`src/rtl/uart_rx_pkg.sv`:
```
package uart_rx_pkg;

  typedef enum logic [1:0] {
    ST_IDLE  = 2'd0,
    ST_START = 2'd1,
    ST_BITS  = 2'd2
  } rx_state_t;

  // one entry of the holding register: byte plus three tags
  typedef struct packed {
    logic [7:0] data;
    logic       perr;
    logic       ferr;
    logic       brk;
  } rx_word_t;

  // number of data bits for a word-length code
  function automatic logic [3:0] word_bits(input logic [1:0] wlen);
    return 4'd5 + {2'b00, wlen};
  endfunction

  // bits arrive LSB first into the top of the shifter; right-align them
  function automatic logic [7:0] align_word(input logic [7:0] sr, input logic [1:0] wlen);
    return sr >> (2'd3 - wlen);
  endfunction

  // level the parity bit must have for an aligned word
  function automatic logic expect_parity(input logic [7:0] d, input logic even,
                                         input logic force_lvl);
    if (force_lvl) return ~even;
    return even ? ^d : ~^d;
  endfunction

endpackage

```
`src/rtl/uart_rx_sync.sv`:
```
module uart_rx_sync #(
  parameter int STAGES = 2
) (
  input  logic clk,
  input  logic rst_n,
  input  logic din,
  output logic dout
);
  logic [STAGES-1:0] q;

  always_ff @(posedge clk or negedge rst_n) begin
    if (!rst_n) q <= '1;
    else        q <= {q[STAGES-2:0], din};
  end

  assign dout = q[STAGES-1];
endmodule

```
`src/rtl/uart_rx_framer.sv`:
```
module uart_rx_framer
  import uart_rx_pkg::*;
#(
  parameter int OVERSAMPLE = 16
) (
  input  logic       clk,
  input  logic       rst_n,
  input  logic       tick,
  input  logic       line,
  input  logic [1:0] cfg_wlen,
  input  logic       cfg_par_en,
  input  logic       cfg_par_even,
  input  logic       cfg_par_force,
  output logic       frame_done,
  output rx_word_t   frame,
  output logic       start_seen,
  output logic       false_start,
  output logic       busy
);
  localparam int CW   = $clog2(OVERSAMPLE);
  localparam int HALF = OVERSAMPLE / 2;

  rx_state_t   state;
  logic [CW-1:0] cnt;
  logic [3:0]  idx;
  logic [7:0]  sr;
  logic        par_smp;
  logic        all_zero;
  logic        armed;

  logic [3:0]  stop_idx;
  logic        half_hit;
  logic        full_hit;
  logic        sample_now;
  logic [7:0]  word;

  assign stop_idx    = word_bits(cfg_wlen) + {3'b000, cfg_par_en};
  assign half_hit    = (cnt == CW'(HALF - 1));
  assign full_hit    = (cnt == CW'(OVERSAMPLE - 1));
  assign start_seen  = tick && (state == ST_IDLE) && !line && armed;
  assign false_start = tick && (state == ST_START) && half_hit && line;
  assign sample_now  = tick && (state == ST_BITS) && full_hit;
  assign frame_done  = sample_now && (idx == stop_idx);
  assign busy        = (state != ST_IDLE);

  assign word       = align_word(sr, cfg_wlen);
  assign frame.data = word;
  assign frame.perr = cfg_par_en &&
                      (par_smp != expect_parity(word, cfg_par_even, cfg_par_force));
  assign frame.ferr = ~line;
  assign frame.brk  = all_zero && ~line;

  always_ff @(posedge clk or negedge rst_n) begin
    if (!rst_n) begin
      state    <= ST_IDLE;
      cnt      <= '0;
      idx      <= '0;
      sr       <= '0;
      par_smp  <= 1'b0;
      all_zero <= 1'b0;
      armed    <= 1'b0;
    end else if (tick) begin
      case (state)
        ST_IDLE: begin
          if (line) armed <= 1'b1;
          else if (armed) begin
            state <= ST_START;
            cnt   <= '0;
            armed <= 1'b0;
          end
        end
        ST_START: begin
          if (half_hit) begin
            cnt <= '0;
            if (line) state <= ST_IDLE;
            else begin
              state    <= ST_BITS;
              idx      <= '0;
              all_zero <= 1'b1;
            end
          end else cnt <= cnt + 1'b1;
        end
        ST_BITS: begin
          if (full_hit) begin
            cnt      <= '0;
            idx      <= idx + 1'b1;
            all_zero <= all_zero & ~line;
            if (idx < word_bits(cfg_wlen)) sr <= {line, sr[7:1]};
            else if (cfg_par_en && idx == word_bits(cfg_wlen)) par_smp <= line;
            if (idx == stop_idx) state <= ST_IDLE;
          end else cnt <= cnt + 1'b1;
        end
        default: state <= ST_IDLE;
      endcase
    end
  end
endmodule

```
`src/rtl/uart_rx_holding.sv`:
```
module uart_rx_holding
  import uart_rx_pkg::*;
(
  input  logic       clk,
  input  logic       rst_n,
  input  logic       frame_done,
  input  rx_word_t   frame,
  input  logic       rd_data,
  input  logic       rd_status,
  output logic       load,
  output logic       drop,
  output logic [7:0] rx_byte,
  output logic       data_ready,
  output logic       overrun,
  output logic       parity_err,
  output logic       framing_err,
  output logic       break_det
);
  assign load = frame_done && (!data_ready || rd_data);
  assign drop = frame_done && data_ready && !rd_data;

  always_ff @(posedge clk or negedge rst_n) begin
    if (!rst_n) begin
      rx_byte     <= '0;
      data_ready  <= 1'b0;
      parity_err  <= 1'b0;
      framing_err <= 1'b0;
      break_det   <= 1'b0;
    end else if (load) begin
      rx_byte     <= frame.data;
      data_ready  <= 1'b1;
      parity_err  <= frame.perr;
      framing_err <= frame.ferr;
      break_det   <= frame.brk;
    end else begin
      if (rd_data) data_ready <= 1'b0;
      if (rd_status) begin
        parity_err  <= 1'b0;
        framing_err <= 1'b0;
        break_det   <= 1'b0;
      end
    end
  end

  always_ff @(posedge clk or negedge rst_n) begin
    if (!rst_n)         overrun <= 1'b0;
    else if (drop)      overrun <= 1'b1;
    else if (rd_status) overrun <= 1'b0;
  end
endmodule

```
`src/rtl/uart_rx_core.sv`:
```
module uart_rx_core
  import uart_rx_pkg::*;
#(
  parameter int OVERSAMPLE  = 16,
  parameter int SYNC_STAGES = 2
) (
  input  logic       clk,
  input  logic       rst_n,
  input  logic       tick16,
  input  logic       rxd,
  input  logic [1:0] cfg_wlen,
  input  logic       cfg_par_en,
  input  logic       cfg_par_even,
  input  logic       cfg_par_force,
  input  logic       rd_data,
  input  logic       rd_status,
  output logic [7:0] rx_byte,
  output logic       data_ready,
  output logic       overrun,
  output logic       parity_err,
  output logic       framing_err,
  output logic       break_det
);
  logic     line_s;
  logic     frame_done;
  rx_word_t frame_w;
  logic     start_seen;
  logic     false_start;
  logic     rx_busy;
  logic     held_load;
  logic     held_drop;

  uart_rx_sync #(.STAGES(SYNC_STAGES)) u_sync (
    .clk (clk), .rst_n (rst_n), .din (rxd), .dout (line_s)
  );

  uart_rx_framer #(.OVERSAMPLE(OVERSAMPLE)) u_framer (
    .clk           (clk),
    .rst_n         (rst_n),
    .tick          (tick16),
    .line          (line_s),
    .cfg_wlen      (cfg_wlen),
    .cfg_par_en    (cfg_par_en),
    .cfg_par_even  (cfg_par_even),
    .cfg_par_force (cfg_par_force),
    .frame_done    (frame_done),
    .frame         (frame_w),
    .start_seen    (start_seen),
    .false_start   (false_start),
    .busy          (rx_busy)
  );

  uart_rx_holding u_hold (
    .clk         (clk),
    .rst_n       (rst_n),
    .frame_done  (frame_done),
    .frame       (frame_w),
    .rd_data     (rd_data),
    .rd_status   (rd_status),
    .load        (held_load),
    .drop        (held_drop),
    .rx_byte     (rx_byte),
    .data_ready  (data_ready),
    .overrun     (overrun),
    .parity_err  (parity_err),
    .framing_err (framing_err),
    .break_det   (break_det)
  );
endmodule

```
`config.mk`:
```
export PLATFORM = sky130hd
export DESIGN_NAME = uart_rx_core
export DESIGN_NICKNAME = d
export VERILOG_FILES = /design/src/rtl/uart_rx_pkg.sv /design/src/rtl/uart_rx_sync.sv /design/src/rtl/uart_rx_framer.sv /design/src/rtl/uart_rx_holding.sv /design/src/rtl/uart_rx_core.sv
export SDC_FILE = /design/constraint.sdc
export NUM_CORES = 1
export LEC_CHECK = 0
export BUFFER_PORTS_ARGS = -buffer_cell sky130_fd_sc_hd__buf_2
export CAP_MARGIN = 40
export CORE_ASPECT_RATIO = 1.4
export CORE_MARGIN = 5
export CORE_UTILIZATION = 42
export DETAILED_ROUTE_END_ITERATION = 8
export GPL_ROUTABILITY_DRIVEN = 0
export MAX_ROUTING_LAYER = met4
export SETUP_SLACK_MARGIN = 0.05
export SLEW_MARGIN = 20
export SYNTH_ARGS = -nofsm -noshare
export SYNTH_HDL_FRONTEND = slang
export SYNTH_HIERARCHICAL = 1
export SYNTH_SLANG_ARGS = --single-unit
```
`constraint.sdc`:
```
create_clock -name clk -period 3.2 [get_ports clk]
set_input_delay 0.48 -clock clk [delete_from_list [all_inputs] [get_ports clk]]
set_output_delay 0.48 -clock clk [all_outputs]
set_load 0.05 [all_outputs]
```
==> impl_metrics.py <==
metrics = {
    "power": {
        "power_density_nw_per_um2": 506,
        "switching_share": 0.318,
        "clockPowerShare": 0.318,
        "p_comb_frac": 0.254,
        "p_seq_frac": 0.428,
        "ir_drop_mv": 0.324,
        "intPower_w": 0.000849,
        "p_switching_w": 0.000396,
        "totalPowerFinal_w": 0.00124,
        "leakage_nw": 1.22,
    },
    "job": {
        "maxCapViolCount": 0,
    },
    "timing": {
        "slew_viol_final": 0,
        "worst_slack_ns": 0.732,
        "period_needed_ns": 2.47,
        "fin_skew_ns": 0.00746,
        "slew_headroom": 0.566,
        "setup_viol": 0,
        "worstMarginPinSlew_ns": 0.647,
        "fmax_mhz": 405,
        "post-route-period-util": 0.771,
        "rsz0062_at_grt": "no",
        "tns_ns": 0,
        "hold_viol_final": 0,
    },
    "drt": {
        "wl_um": 4050,
        "drt-vias-per-instance": 5.14,
        "postRouteAntennaNets": 0,
        "first_pass_iters": 4,
        "drc": 0,
        "via_count": 1502,
        "drtIter0Drc": 52,
        "wl_per_cell_um": 13.9,
    },
    "cts": {
        "hold_buffers": 0,
        "htree_num_levels": 2,
        "cts_made_buffers": 5,
        "path_clk_slew_ns": 0.08,
        "clock-sinks": 36,
        "clock_latency_ns": 0.29,
        "cts_resized": 0,
        "cts_tree": "yes",
        "cts_buffer_depth": 2,
        "cts_setup_buffers": 0,
        "root_buffer": "clkbuf_8",
    },
    "placed_design": {
        "dpl.hpwl_um": 3150,
        "post-place-ws_ns": 0.559,
        "port_buffers": 23,
        "dp_cells": 284,
        "place_area_sq_um": 2350,
    },
    "grt": {
        "grt_pass1_vias": 1557,
        "grt_max_degree": 20,
        "grt_first_pass_wirelength_um": 7220,
        "antenna_found_initial": 0,
        "overflow": 0,
        "grt_usage": 0.141,
    },
    "cells_and_area": {
        "final_cell_mix": "34 x dfrtp_1, 23 x buf_2, 21 x nand2_1",
        "multi_input_area_sq_um": 1160,
        "antenna_cells": 0,
        "stdcell_count": 292,
        "ff_latch_area_sq_um": 903,
        "syn_to_final_growth_pct": 13.9,
        "final_common_cell": "dfrtp_1",
        "fillCellCount": 472,
        "final_cell_area_sq_um": 2460,
        "drive_above_1_share": 0.252,
        "finalNetCount": 250,
    },
    "setup_path": {
        "required_ns": 3.43,
        "end_kind": "register",
        "crit_path_max_fanout": 9,
        "worstSetupPathType": "reg2reg",
        "arrival_ns": 2.70,
        "startpoint_type": "register",
    },
    "floorplan": {
        "die_h_um": 94.9,
        "rows": 31,
        "die_x_um": 70.6,
        "dieArea_sq_um": 6700,
        "pin_count": 24,
        "start_util": 0.425,
        "core_sq_um": 5080,
    },
    "synth": {
        "synthCells": 200,
        "syn_area_sq_um": 2160,
        "ys_warn_count": 6,
        "syn_nets": 225,
        "avgSynthCellArea_sq_um": 10.8,
    },
    "run_status": {
        "status": "finished, final reports clean",
    },
    "hold_path": {
        "hold_path_class": "in2async",
    },
}
==> metal layers <==
metal,up-vias,global-route usage,wire length [um]
met2,28,0.252,2160
met3,6,0.0309,159
li1,747,-,-
met5,-,-,0
met1,721,0.152,1650
met4,0,0.0564,77
==> flip-flops by register name, summed over array words and instances (netlist names), 2 cells and up <==
| register | flops |
|---|---|
| u_framer/sr | 8 |
| u_hold/rx_byte | 8 |
| u_framer/cnt | 4 |
| u_framer/idx | 4 |
| u_framer/state | 2 |
| u_sync/q | 2 |
==> metrics by stage <==
stage	utilization	hold slack, ns
global placement	0.458	0.346
global route	0.484	0.168
finish	0.484	0.137
CTS	0.484	0.149
floorplan	-	0.184
detailed placement	0.463	0.349
==> area by class of cell <==
type,instances,area share
tap,66,0.0336
sequential,36,0.367
clock inverter,2,0.0142
clock buffer,6,0.0295
timing repair buffer,26,0.0641
inverter,13,0.0198
multi-input combinational,143,0.472
==> final timing paths <==
| kind | depth (start not counted) | startpoint | slack (ns) | end |
|---|---|---|---|---|
| hold reg to reg | 0 | u_sync/q[0]$_DFF_PN1_ | 0.36 | u_sync/q[1]$_DFF_PN1_ |
| setup reg to reg | 7 | u_framer/sr[4]$_DFFE_PN0P_ | 0.73 | u_hold/parity_err$_DFFE_PN0P_ |
| min in group clk | 1 | rxd | 0.29 | u_sync/q[0]$_DFF_PN1_ |
| max in group asynchronous | 2 | rst_n | 2.60 | u_framer/idx[3]$_DFFE_PN0P_ |
| setup / recovery | 7 | u_framer/sr[4]$_DFFE_PN0P_ | 0.73 | u_hold/parity_err$_DFFE_PN0P_ |
| hold / removal | 1 | rst_n | 0.14 | u_hold/framing_err$_DFFE_PN0P_ |
==> power by group through the flow <==
stage | Combinational (W) | Clock, W | Sequential [W]
floorplan | 0.000238 | 0 | 0.000534
global placement | 0.000316 | 0 | 0.000541
detailed placement | 0.000318 | 0 | 0.000542
CTS | 0.000319 | 0.000407 | 0.000534
global route | 0.000370 | 0.000428 | 0.000540
finish | 0.000316 | 0.000396 | 0.000533
==> critical path: stages (launching register included) <==
cell and delay (ns):
dfrtp_1 0.47, mux4_1 0.57, xnor2_1 0.21, xnor2_1 0.17
xnor3_1 0.35, or3_1 0.35, a21boi_1 0.14, mux2_2 0.15
Note: power is estimated with default switching activity, not from simulation.
